==> src/rtl/sio_pkg.sv <==
package sio_pkg;
  localparam int STAT_W  = 6;
  localparam int ST_TXE  = 0;
  localparam int ST_TEND = 1;
  localparam int ST_RXF  = 2;
  localparam int ST_OVR  = 3;
  localparam int ST_PE   = 4;
  localparam int ST_FE   = 5;

  localparam int ERRW_W  = 3;
  localparam int EW_OVR  = 0;
  localparam int EW_PE   = 1;
  localparam int EW_FE   = 2;

  localparam int EN_W    = 3;
  localparam int EN_TX   = 0;
  localparam int EN_RX   = 1;
  localparam int EN_TEND = 2;

  localparam int NSRC    = 4;
  localparam int SRC_W   = $clog2(NSRC);

  typedef enum logic [SRC_W-1:0] {
    SRC_ERR  = 2'd0,
    SRC_RXF  = 2'd1,
    SRC_TXE  = 2'd2,
    SRC_TEND = 2'd3
  } srcId_t;

  typedef struct packed {
    logic txLatch;
    logic rxCapture;
  } dpStrobe_t;
endpackage

==> src/rtl/sio_dpath.sv <==
module sio_dpath
  import sio_pkg::*;
#(
  parameter int DATA_W = 8
) (
  input  logic              clk,
  input  logic              rstN,
  input  dpStrobe_t         strb,
  input  logic [DATA_W-1:0] cpuTxData,
  input  logic [DATA_W-1:0] rxByte,
  output logic [DATA_W-1:0] txShiftData,
  output logic [DATA_W-1:0] rxData
);
  logic [DATA_W-1:0] txReg;
  logic [DATA_W-1:0] rxReg;

  always_ff @(posedge clk) begin
    if (!rstN) begin
      txReg <= '0;
      rxReg <= '0;
    end else begin
      if (strb.txLatch)   txReg <= cpuTxData;
      if (strb.rxCapture) rxReg <= rxByte;
    end
  end

  assign txShiftData = txReg;
  assign rxData      = rxReg;

  // without a capture strobe the receive register holds its byte
  p_rx_hold_r5: assert property (@(posedge clk) disable iff (!rstN)
    !strb.rxCapture |=> $stable(rxData));

  // a transmit latch presents the written byte on the next cycle
  p_tx_latch_r2: assert property (@(posedge clk) disable iff (!rstN)
    strb.txLatch |=> (txShiftData == $past(cpuTxData)));
endmodule

==> src/rtl/sio_ctrl.sv <==
module sio_ctrl
  import sio_pkg::*;
(
  input  logic              clk,
  input  logic              rstN,
  input  logic              cpuTxWrite,
  input  logic              cpuRxRead,
  input  logic              statWrite,
  input  logic [ERRW_W-1:0] statWrData,
  input  logic              ctrlWrite,
  input  logic [EN_W-1:0]   ctrlWrData,
  input  logic              shiftLoadStb,
  input  logic              txDoneStb,
  input  logic              rxDoneStb,
  input  logic              rxParityErr,
  input  logic              rxFrameErr,
  output dpStrobe_t         strb,
  output logic [STAT_W-1:0] statusOut,
  output logic [NSRC-1:0]   reqVec,
  output logic              topValid,
  output srcId_t            topId
);
  logic txEmpty, txEnd, rxFull, ovrFlag, parFlag, frmFlag;
  logic [EN_W-1:0] enables;
  logic acceptByte;

  assign acceptByte = rxDoneStb && (!rxFull || cpuRxRead);

  always_ff @(posedge clk) begin
    if (!rstN) begin
      txEmpty <= 1'b1;
      txEnd   <= 1'b1;
      rxFull  <= 1'b0;
      ovrFlag <= 1'b0;
      parFlag <= 1'b0;
      frmFlag <= 1'b0;
      enables <= '0;
    end else begin
      if (cpuTxWrite)        txEmpty <= 1'b0;
      else if (shiftLoadStb) txEmpty <= 1'b1;

      if (cpuTxWrite)     txEnd <= 1'b0;
      else if (txDoneStb) txEnd <= 1'b1;

      if (acceptByte)     rxFull <= 1'b1;
      else if (cpuRxRead) rxFull <= 1'b0;

      if (rxDoneStb && !acceptByte)                ovrFlag <= 1'b1;
      else if (statWrite && !statWrData[EW_OVR])   ovrFlag <= 1'b0;

      if (acceptByte && rxParityErr)               parFlag <= 1'b1;
      else if (statWrite && !statWrData[EW_PE])    parFlag <= 1'b0;

      if (acceptByte && rxFrameErr)                frmFlag <= 1'b1;
      else if (statWrite && !statWrData[EW_FE])    frmFlag <= 1'b0;

      if (ctrlWrite) enables <= ctrlWrData;
    end
  end

  assign strb.txLatch   = cpuTxWrite;
  assign strb.rxCapture = acceptByte;

  always_comb begin
    statusOut          = '0;
    statusOut[ST_TXE]  = txEmpty;
    statusOut[ST_TEND] = txEnd;
    statusOut[ST_RXF]  = rxFull;
    statusOut[ST_OVR]  = ovrFlag;
    statusOut[ST_PE]   = parFlag;
    statusOut[ST_FE]   = frmFlag;
  end

  always_comb begin
    reqVec           = '0;
    reqVec[SRC_ERR]  = enables[EN_RX]   && (ovrFlag || parFlag || frmFlag);
    reqVec[SRC_RXF]  = enables[EN_RX]   && rxFull;
    reqVec[SRC_TXE]  = enables[EN_TX]   && txEmpty;
    reqVec[SRC_TEND] = enables[EN_TEND] && txEnd;
  end

  always_comb begin
    topId = SRC_ERR;
    for (int i = NSRC - 1; i >= 0; i--) begin
      if (reqVec[i]) topId = srcId_t'(i);
    end
  end
  assign topValid = |reqVec;

  // a transmit write always leaves transmit-empty low
  p_txwr_clear_r2: assert property (@(posedge clk) disable iff (!rstN)
    cpuTxWrite |=> !statusOut[ST_TXE]);

  // a byte arriving on a full, unread register raises overrun
  p_ovr_set_r5: assert property (@(posedge clk) disable iff (!rstN)
    (rxDoneStb && rxFull && !cpuRxRead) |=> statusOut[ST_OVR]);

  // overrun is sticky until an explicit clear
  p_ovr_sticky_r7: assert property (@(posedge clk) disable iff (!rstN)
    (statusOut[ST_OVR] && !statWrite) |=> statusOut[ST_OVR]);

  // read and completion together keep receive-full set
  p_rd_done_r10: assert property (@(posedge clk) disable iff (!rstN)
    (rxDoneStb && cpuRxRead) |=> (statusOut[ST_RXF] && !$rose(statusOut[ST_OVR])));
endmodule

==> src/rtl/sio_status_irq.sv <==
module sio_status_irq
  import sio_pkg::*;
#(
  parameter int DATA_W = 8
) (
  input  logic              clk,
  input  logic              rstN,
  input  logic              cpuTxWrite,
  input  logic [DATA_W-1:0] cpuTxData,
  input  logic              cpuRxRead,
  input  logic              statWrite,
  input  logic [2:0]        statWrData,
  input  logic              ctrlWrite,
  input  logic [2:0]        ctrlWrData,
  input  logic              shiftLoadStb,
  input  logic              txDoneStb,
  input  logic              rxDoneStb,
  input  logic [DATA_W-1:0] rxByte,
  input  logic              rxParityErr,
  input  logic              rxFrameErr,
  output logic [DATA_W-1:0] txShiftData,
  output logic [DATA_W-1:0] rxData,
  output logic [5:0]        statusOut,
  output logic              irqRxErr,
  output logic              irqRxFull,
  output logic              irqTxEmpty,
  output logic              irqTxEnd,
  output logic              irqTopValid,
  output logic [1:0]        irqTopId
);
  dpStrobe_t       strb;
  logic [NSRC-1:0] reqVec;
  srcId_t          topId;

  sio_ctrl u_ctrl (
    .clk          (clk),
    .rstN         (rstN),
    .cpuTxWrite   (cpuTxWrite),
    .cpuRxRead    (cpuRxRead),
    .statWrite    (statWrite),
    .statWrData   (statWrData),
    .ctrlWrite    (ctrlWrite),
    .ctrlWrData   (ctrlWrData),
    .shiftLoadStb (shiftLoadStb),
    .txDoneStb    (txDoneStb),
    .rxDoneStb    (rxDoneStb),
    .rxParityErr  (rxParityErr),
    .rxFrameErr   (rxFrameErr),
    .strb         (strb),
    .statusOut    (statusOut),
    .reqVec       (reqVec),
    .topValid     (irqTopValid),
    .topId        (topId)
  );

  sio_dpath #(.DATA_W(DATA_W)) u_dpath (
    .clk         (clk),
    .rstN        (rstN),
    .strb        (strb),
    .cpuTxData   (cpuTxData),
    .rxByte      (rxByte),
    .txShiftData (txShiftData),
    .rxData      (rxData)
  );

  assign irqRxErr   = reqVec[SRC_ERR];
  assign irqRxFull  = reqVec[SRC_RXF];
  assign irqTxEmpty = reqVec[SRC_TXE];
  assign irqTxEnd   = reqVec[SRC_TEND];
  assign irqTopId   = topId;

  // an error request always wins the priority code
  p_err_first_r9: assert property (@(posedge clk) disable iff (!rstN)
    irqRxErr |-> (irqTopId == 2'd0));

  // receive-full wins over both transmit requests
  p_rxf_second_r9: assert property (@(posedge clk) disable iff (!rstN)
    (irqRxFull && !irqRxErr) |-> (irqTopId == 2'd1));

  // a request line is never active while the top-valid flag is low
  p_valid_r8: assert property (@(posedge clk) disable iff (!rstN)
    !irqTopValid |-> !(irqRxErr || irqRxFull || irqTxEmpty || irqTxEnd));
endmodule

==> config.mk <==
export PLATFORM = sky130hd
export DESIGN_NAME = sio_status_irq
export DESIGN_NICKNAME = d
export VERILOG_FILES = /design/src/rtl/sio_pkg.sv /design/src/rtl/sio_dpath.sv /design/src/rtl/sio_ctrl.sv /design/src/rtl/sio_status_irq.sv
export SDC_FILE = /design/constraint.sdc
export NUM_CORES = 1
export LEC_CHECK = 0
export BUFFER_PORTS_ARGS = -buffer_cell sky130_fd_sc_hd__buf_2
export CAP_MARGIN = 20
export CORE_MARGIN = 2
export CORE_UTILIZATION = 42
export CTS_BUF_LIST = sky130_fd_sc_hd__clkbuf_16
export DETAILED_ROUTE_END_ITERATION = 8
export PLACE_DENSITY = 0.78
export SLEW_MARGIN = 10
export SYNTH_ARGS = -nofsm -noshare
export SYNTH_HDL_FRONTEND = slang
export SYNTH_SLANG_ARGS = --single-unit
export TNS_END_PERCENT = 30
==> constraint.sdc <==
create_clock -name clk -period 1.4 [get_ports clk]
set_clock_uncertainty 0.1 [all_clocks]
set_input_delay 0.21 -clock clk [delete_from_list [all_inputs] [get_ports clk]]
set_output_delay 0.21 -clock clk [all_outputs]
set_load 0.01 [all_outputs]
== Word-level counts from Yosys, hierarchy flattened ==
Index checks and enable logic that the tools add are counted.
Storage, ports and cells
  output and inout port bits: 29
  input bits: 33
  logic and storage cells: 51
  bits in registers: 25
Cells by class
  reductions and logical operators: 26
  mux-type cells: 16
Operators with widths (number)
  $mux W1: 12
  $reduce_bool A2 Y1: 6
  $logic_and A1 B1 Y1: 11
  $mux W2: 4
  $logic_not A1 Y1: 5
  $reduce_or A4 Y1: 1
  $logic_or A1 B1 Y1: 3

== Longest topological paths before layout ==
Gate-level depths: netlist of the first run.
  depth after elaboration: 6
  mapped depth: 4
  mapped depth without buffers: 3

== By module ==
From an unflattened synthesis of the first run, not the netlist that was laid out.
Unflattened totals
  cells, all modules: 103
  area total of the unflattened synthesis: 1066.0 µm²
Modules (own cells, without submodules)
  sio_dpath: seq. area each 320.3 µm², cells an instance 51, instances 1, area each 608.1 µm²
  sio_ctrl: seq. area each 180.2 µm², cells an instance 52, instances 1, area each 457.9 µm²

== Worst setup path before layout of the first run ==
OpenSTA, ideal clock, no wires.
  path kind: flip-flop to output port
  start: register u_ctrl.rxFull
  end: output port irqTopId[1]
  slack: 102 ps
  data required time: 1090 ps
  buffers on the path: 0
  cell stages (with the launch flop): 3
  data arrival time: 988 ps
  cells stage by stage: dfxtp_1 > o41ai_1 > a21boi_1
On the way
  longest elaborated chain between the ends: 3
RTL lines
  from (decl): RTL line sio_ctrl.sv:23  | logic txEmpty, txEnd, rxFull, ovrFlag, parFlag, frmFlag;
  from (signal assigned): RTL line sio_ctrl.sv:33  | rxFull <= 1'b0;
  from (signal assigned): RTL line sio_ctrl.sv:45  | if (acceptByte) rxFull <= 1'b1;
  from (signal assigned): RTL line sio_ctrl.sv:46  | else if (cpuRxRead) rxFull <= 1'b0;
  $logic_and A1 B1 Y1: RTL line sio_ctrl.sv:77  | reqVec[SRC_RXF] = enables[EN_RX] && rxFull;
  $mux W2 (2 in a row): RTL line sio_ctrl.sv:85  | if (reqVec[i]) topId = srcId_t'(i);
  to (decl): RTL line sio_status_irq.sv:29  | output logic [1:0] irqTopId
No other way between the ends.

== Worst setup path after layout of the first run ==
  start: register u_ctrl.ovrFlag
  end: output port irqTopId[1]
On the way
  longest elaborated chain between the ends: 4
RTL lines
  from (decl): RTL line sio_ctrl.sv:23
  from (signal assigned): RTL line sio_ctrl.sv:34  | ovrFlag <= 1'b0;
  from (signal assigned): RTL line sio_ctrl.sv:48  | if (rxDoneStb && !acceptByte) ovrFlag <= 1'b1;
  from (signal assigned): RTL line sio_ctrl.sv:49  | else if (statWrite && !statWrData[EW_OVR]) ovrFlag <= 1'b0;
  $logic_or A1 B1 Y1 (2 in a row): RTL line sio_ctrl.sv:76  | reqVec[SRC_ERR] = enables[EN_RX] && (ovrFlag || parFlag || frmFlag);
  $logic_and A1 B1 Y1: RTL line sio_ctrl.sv:76
  $mux W2: RTL line sio_ctrl.sv:85
No other way between the ends.

==> reports/summary.md, run 1 <==
Post-synthesis sequential area ratio: 47.4%. For this run, asynchronously set or reset flops after synthesis account for 0%. The checks that failed: setup timing. The number of antenna violations at the first check in global routing was 0; the total setup buffers inserted after CTS was 0. Port buffering added 61 buffers. TritonCTS built the clock tree. The flow ran to the end, but the final reports show violations. For this design the static power due to leakage is 0.769 nW. Worst setup path category: register to output port. The run gives -0.199 ns as the slack of the critical path. The run gives 0 as the count of final hold-check violations. Class of the most critical hold timing path: primary input to register.

In this run the register-to-register setup slack is 0.18 ns. The layout-stage area growth over the synthesis result was 37.4%. The post-placement setup slack was -0.0180 ns; the total of fill cells in the finished design was 224. Row generation in the floorplan step produced 18 rows. Setup repair after global routing could not meet its margin everywhere.

The distinct cell type count after synthesis was 21; the data arrival time at the worst-slack endpoint was 1.29 ns. The final layout contains 201 nets. The clock transition at the registers of the reported paths was 0.06 ns.

The total nets after synthesis was 144; the post-detailed-route count of antenna-violating nets was 0. Of all nets on the critical path, the largest fanout is 4. Sorting the synthesized cells by area gives the leading types as sky130_fd_sc_hd__dfxtp_1 47%, sky130_fd_sc_hd__mux2i_1 18%, sky130_fd_sc_hd__nor2b_1 7.1%.

The count of unresolved DRC violations after routing is 0, and the aggregate global-route resource usage is 14.9%. The transition time at the pin with the least slew margin came out at 0.466 ns. At the end of routability-driven placement, the weighted congestion stood at 0.619. The most used flip-flop cell after synthesis is sky130_fd_sc_hd__dfxtp_1. STA classifies the critical path startpoint as a register.

In this run the count of I/O pins placed on the die edge is 62. The worst hold slack across all endpoints was 0.0991 ns. After synthesis the cells add up to 1060 um2. Dividing total power by cell area gives a power density of 1130 nW/um2. The count of antenna diodes in the layout is 0. The floorplan step set the die width to 54.1 um. The first global-routing pass estimated 3220 um of wire.

The final count of pins violating max slew is 0. Setup violations remaining at the end of the flow were counted as 4. Once the floorplan was initialized, standard cells occupied 43.4% of the core.

The synthesized design spends more area on one cell type than any other, namely sky130_fd_sc_hd__dfxtp_1. Dividing the detail-routed wire length by the instance count gives 11.4 um. The logs give 2 for the maximum root-to-sink buffer count and 111 for the number of cells produced by synthesis.

The number of max-cap violations came out at 0. The share of cells above drive strength 1 is 43.7%, and the total length of routed wires is 2250 um. The run gives 786 as the number of global-route vias before repair. Static timing analysis puts the maximum clock frequency at 626 MHz. The number of flops mapped to enable cells by yosys is 0.

The root buffer cell chosen for the clock tree is sky130_fd_sc_hd__clkbuf_16. The wire-length estimate of the detail-placed layout is 1760 um. After the flow finishes, the layout carries non-filler instances totaling 197. The number of register bits inferred by synthesis works out to 25. After detailed routing, the number of vias per cell comes to 4.74. After layout, the minimum clock period comes to 1.60 ns.

The number of optimization iterations in the first detailed-route pass was 2; the worst-skew pair later-pin latency was 0.25 ns. The fraction of synthesized cell area taken by the top area cell type is 47.4%, and the height of the die is 54.1 um. The tools report the yosys synthesis warning count as 0. The first routing iteration left 4 violations. Summed over all failing endpoints, the final setup total negative slack is -0.409 ns. IR analysis of the VDD net gives a maximum drop of 0.682 mV. After synthesis, the mean cell area works out to 9.51 um2. The sink count of the clock tree came out at 25.

The tools report the type of element capturing the critical path as an output port. The core region is 2430 um2. In the final layout, the multi-input gates occupy 495 um2. Entering global routing, the biggest net connects 34 pins. The detailed router placed 934 vias in this run. The worst pin sits at a relative slew slack of 68.9%. For the worst setup path, the data required time is 1.09 ns. The floorplan step defined a die boundary enclosing 2930 um2.

The flip-flop and latch area is 504 um2. Global routing finished with a remaining overflow of 0. Of the available clock period, the critical path in the final layout requires 114%. After layout, the design draws a total of 1.64 mW.

After detailed placement, the design holds a cell count of 193. The run gives 1 as the H-tree level count. The number of buffers created by CTS came out at 3.
cells in the final DEF (no fill, tap or decap):
cell / n
sky130_fd_sc_hd__a21boi_1: 3
sky130_fd_sc_hd__a21boi_2: 1
sky130_fd_sc_hd__a31oi_1: 1
sky130_fd_sc_hd__and2_4: 2
sky130_fd_sc_hd__buf_2: 61
sky130_fd_sc_hd__buf_4: 1
sky130_fd_sc_hd__buf_6: 1
sky130_fd_sc_hd__clkbuf_16: 3
sky130_fd_sc_hd__dfxtp_1: 22
sky130_fd_sc_hd__dfxtp_2: 3
sky130_fd_sc_hd__inv_1: 4
sky130_fd_sc_hd__mux2i_1: 19
sky130_fd_sc_hd__nand2_1: 19
sky130_fd_sc_hd__nand2b_1: 1
sky130_fd_sc_hd__nand3_1: 3
sky130_fd_sc_hd__nor2_1: 3
sky130_fd_sc_hd__nor2b_1: 12
sky130_fd_sc_hd__o21a_1: 1
sky130_fd_sc_hd__o21ai_0: 3
sky130_fd_sc_hd__o21ai_1: 2
sky130_fd_sc_hd__o31a_1: 1
sky130_fd_sc_hd__o41ai_4: 1
synth_stat cells, types with 2 or more instances:
master / instances
sky130_fd_sc_hd__o21ai_1: 2
sky130_fd_sc_hd__mux2i_1: 19
sky130_fd_sc_hd__buf_4: 6
sky130_fd_sc_hd__nor2b_1: 12
sky130_fd_sc_hd__nand3_1: 3
sky130_fd_sc_hd__clkbuf_1: 2
sky130_fd_sc_hd__o21ai_0: 3
sky130_fd_sc_hd__inv_1: 3
sky130_fd_sc_hd__buf_2: 2
sky130_fd_sc_hd__a21boi_1: 4
sky130_fd_sc_hd__nor2_1: 3
sky130_fd_sc_hd__dfxtp_1: 25
sky130_fd_sc_hd__nand2_1: 19
metal layers:
| layer | global-route usage (%) | share of wire (%) | vias up |
|---|---|---|---|
| li1 | - | - | 475 |
| met3 | 1.67 | 4.8 | 2 |
| met4 | 5.00 | 0.85 | 0 |
| met1 | 18.1 | 44 | 429 |
| met2 | 27.1 | 50 | 28 |
| met5 | 0 | 0 | - |
path summary, 6_finish.rpt:
kind | start | to | depth (start not counted)
worst min-delay path | rxByte[5] | u_dpath.rxData[5] | 3
worst max register to register | u_ctrl.rxFull | u_dpath.rxData[6] | 4
worst min register to register | u_dpath.rxData[7] | u_dpath.rxData[7] | 2
worst max-delay path | u_ctrl.ovrFlag | irqTopId[1] | 3
cell families (layout without fill, tap and decap cells):
logic type,Yosys count,after routing,synth area share (%)
AO/OA/AOI/OAI,13,13,8.18
multiplexers,19,19,18.0
flip-flops,25,25,47.4
AND/OR/NAND/NOR,40,40,18.4
buffers and inverters,14,70,8.06
stage by stage:
| stage | utilization, % | area (um2) |
|---|---|---|
| floorplan | - | 1060 |
| global placement | 55.1 | 1340 |
| detailed placement | 55.1 | 1340 |
| CTS | 59.0 | 1440 |
| global route | 59.7 | 1450 |
| finish | 59.7 | 1450 |
registers in the layout, summed over array words and instances, names as in the netlist:
signal	cells
u_ctrl.ovrFlag	1
u_ctrl.frmFlag	1
u_dpath.txShiftData	8
u_ctrl.parFlag	1
u_ctrl.rxFull	1
u_ctrl.txEnd	1
u_ctrl.enables	3
u_dpath.rxData	8
u_ctrl.txEmpty	1
report_power, final:
group | total, mW | switching [mW] | internal (mW)
clock network | 0.606 | 0.225 | 0.381
registers | 0.787 | 0.0296 | 0.757
logic | 0.249 | 0.120 | 0.129
critical path, stage by stage, from the launching register on:
cell and delay (ns):
sky130_fd_sc_hd__dfxtp_2 0.34, sky130_fd_sc_hd__o41ai_4 0.36, sky130_fd_sc_hd__a21boi_2 0.20, sky130_fd_sc_hd__buf_2 0.14
repair_timing:
item / in CTS / in global routing
endpoints found under the setup margin: 4 / 4
hold buffers: 0 / 0
gates resized for setup: 4 / 4
pin swaps: 2 / 1
layout make-up:
type | instances | share of cell area (%)
clock buffers | 3 | 5.17
clock inverters | 1 | 0.259
inverters | 3 | 0.776
multi-input cells | 72 | 34.1
flip-flops and latches | 25 | 34.7
well taps | 30 | 2.59
repair buffers | 63 | 22.3
No activity file was read; power rests on OpenSTA's default activity.
==> run 2, diff against run 1 <==
clock period = 1.6 ns   (was 1.4 ns; I/O delays follow)
==> reports/summary.md, run 2 (synthesis results as in run 1) <==
The count of antenna diodes in the layout came out at 0 (unchanged). The worst-skew pair later-pin latency is 0.25 ns (about the same), and the slack of the critical path is -0.0168 ns (+0.182 ns). The width of the die works out to 54.1 um (unchanged). The final critical path takes up 101% of the cycle. For this run, the top clock speed supported by timing is 619 MHz. The tools report the number of antenna violations at the first check in global routing as 0 (unchanged).

The end-of-flow core utilization was 58.7% (-0.93 points). The clock transition at the registers of the reported paths is 0.06 ns (about the same), and the sink count of the clock tree is 25 (unchanged). The aggregate global routing overflow was 0 (unchanged); the layout-stage area growth over the synthesis result was 35.3%. H-tree level count: 1 (unchanged). The worst setup path is captured at an output port. For the total setup buffers inserted after CTS, the log shows 0 (unchanged). The number of placement rows was 18 (unchanged).

The tools report the area of combinational cells with multiple inputs as 493 um2 (-0.50%). The logs give 62 (unchanged) for the number of ports placed on the die boundary and 503 um2 (-0.25%) for the flip-flop and latch area. The run gives 1330 um2 (-1.1%) as the total placed instance area. Placed instance count: 191 (-1.0%). The tools report the startpoint kind of the worst setup timing path as a register. The area of the core is 2430 um2 (unchanged). TritonCTS built the clock tree. The most common cell after layout, fill and taps aside is sky130_fd_sc_hd__buf_2. The number of buffers and inverters on the critical path was 1 (unchanged); the cell area after layout was 1430 um2 (-1.6%). The logs give 0 (unchanged) for the count of final hold-check violations and 12 (+8) for the DRC violation total after the first TritonRoute iteration.

The number of buffers created by CTS came out at 3 (unchanged). In this run the worst hold path is classified as primary input to register. The cell sitting at the root of the clock tree is a sky130_fd_sc_hd__clkbuf_16.

The run gives 2930 um2 (unchanged) as the die outline area. The number of optimization iterations in the first detailed-route pass was 4 (+2); the data arrival time at the worst-slack endpoint was 1.28 ns (about the same). For the wire length of the first global-routing pass, the log shows 3270 um (+1.5%).

The tools report the net total in the final layout as 199 (-1.0%). The highest cell delay on the worst timing path was 0.36 ns (about the same); the total of fill cells in the finished design was 227 (+1.3%). The largest driver fanout on the critical path is 4 (unchanged), and the normalized max-slew margin is 67.9% (-0.98 points). For the worst path required time, the log shows 1.26 ns (+0.17 ns).

The tools report the number of global-route vias before repair as 798 (+1.5%). The library cells used most frequently in the layout, excluding fill and tap cells, are 61 x sky130_fd_sc_hd__buf_2, 23 x sky130_fd_sc_hd__dfxtp_1, 19 x sky130_fd_sc_hd__nand2_1, 19 x sky130_fd_sc_hd__mux2i_1, 12 x sky130_fd_sc_hd__nor2b_1. Share of cells above drive strength 1: 41.8% (-1.9 points).

The checks that failed: setup timing. Placer congestion estimate: 0.629 (+1.6%). The total of endpoints with negative setup slack in the final report was 1 (-3). The number of max-cap violations came out at 0 (unchanged). Traced cell by cell, the critical path runs through o41ai_4, a21boi_2, buf_2. The height of the die is 54.1 um (unchanged). In this design, the largest share of critical-path delay is due to compound AO/OA/AOI/OAI gates. The maximum root-to-sink buffer count is 2 (unchanged), and the total length of routed wires is 2130 um (-5.0%).

The count of unresolved DRC violations after routing was 0 (unchanged); the total power divided by cell area was 991 nW/um2 (-12%). After layout, the minimum clock period comes to 1.62 ns. The logs give 43.4% (unchanged) for the starting utilization of the core area and 0.756 nW (-1.7%) for the static leakage.

The non-filler instance count after layout was 195 (-1.0%). Aggregate global-route resource usage: 15.0% (+0.098 points). Per-cell routed wire length: 10.9 um (-4.0%).

The tools report the largest voltage drop on the vdd net as 0.666 mV (-2.4%). The run gives 1650 um (-6.5%) as the post-DP HPWL. The setup path with the least slack is of type register to output port. The transition time at the pin with the least slew margin was 0.481 ns (+0.0147 ns). The post-detailed-route count of antenna-violating nets is 0 (unchanged), and the slack of the worst reg-to-reg path is 0.48 ns (+0.30 ns).

The run finished, with violations left. Setup repair after global routing could not meet its margin everywhere. The average via count per standard cell came out at 4.68 (-1.2%).

The final count of pins violating max slew came out at 0 (unchanged). The count of buffers inserted at the top-level ports works out to 61 (unchanged). For this design, the slowest cell found on the critical path is sky130_fd_sc_hd__o41ai_4. The total vias in the final route was 913 (-2.2%). The run gives 34 (unchanged) as the largest net degree at the start of global routing.
==> run 2: timing repair <==
action / in CTS / in global routing
pin swaps: 1 / 0
hold buffers: 0 / 0
gates resized for setup: 5 / 0
setup endpoints to repair: 2 / 2
==> run 2: layout make-up <==
class,instances,area share [%]
inverter,3,0.788
multi-input combinational,72,34.5
clock inverter,1,0.263
tap,30,2.63
sequential,25,35.2
clock buffer,3,5.25
timing repair buffer,61,21.4
==> run 2: final timing paths <==
kind | startpoint | end | depth (start not counted)
hold reg to reg | u_dpath.rxData[3] | u_dpath.rxData[3] | 2
setup reg to reg | u_ctrl.rxFull | u_dpath.rxData[7] | 3
setup / recovery | u_ctrl.ovrFlag | irqTopId[1] | 3
hold / removal | rxByte[3] | u_dpath.rxData[3] | 3
==> run 2: layer usage <==
metal / vias up / track usage, % / routed length [um]
met2: 30 / 27.9 / 1090
li1: 469 / - / -
met1: 412 / 18.2 / 902
met4: 0 / 6.25 / 19
met5: - / 0 / 0
met3: 2 / 0 / 126
==> run 2: power breakdown <==
group | switching, mW | internal, mW | total [mW]
sequential | 0.0268 | 0.662 | 0.689
combinational | 0.102 | 0.107 | 0.209
clock | 0.186 | 0.333 | 0.518
total | 0.314 | 1.10 | 1.42
==> run 2: stage by stage <==
stage / TNS [ns] / hold WS [ns] / worst slack (ns) / power [mW]
after floorplan: 0 / 0.264 / 0.272 / 0.823
after detailed placement: 0 / 0.346 / 0.108 / 0.907
after global routing: -0.118 / 0.143 / -0.104 / 1.48
final: -0.0168 / 0.135 / -0.0168 / 1.42
after CTS: -0.0291 / 0.134 / -0.0291 / 1.44
after global placement: 0 / 0.340 / 0.156 / 0.899
==> run 2: worst register-to-register path: stages (launching register included) <==
cell	delay (ns)
sky130_fd_sc_hd__dfxtp_1	0.42
sky130_fd_sc_hd__nand2b_1	0.13
sky130_fd_sc_hd__and2_4	0.23
sky130_fd_sc_hd__mux2i_1	0.13
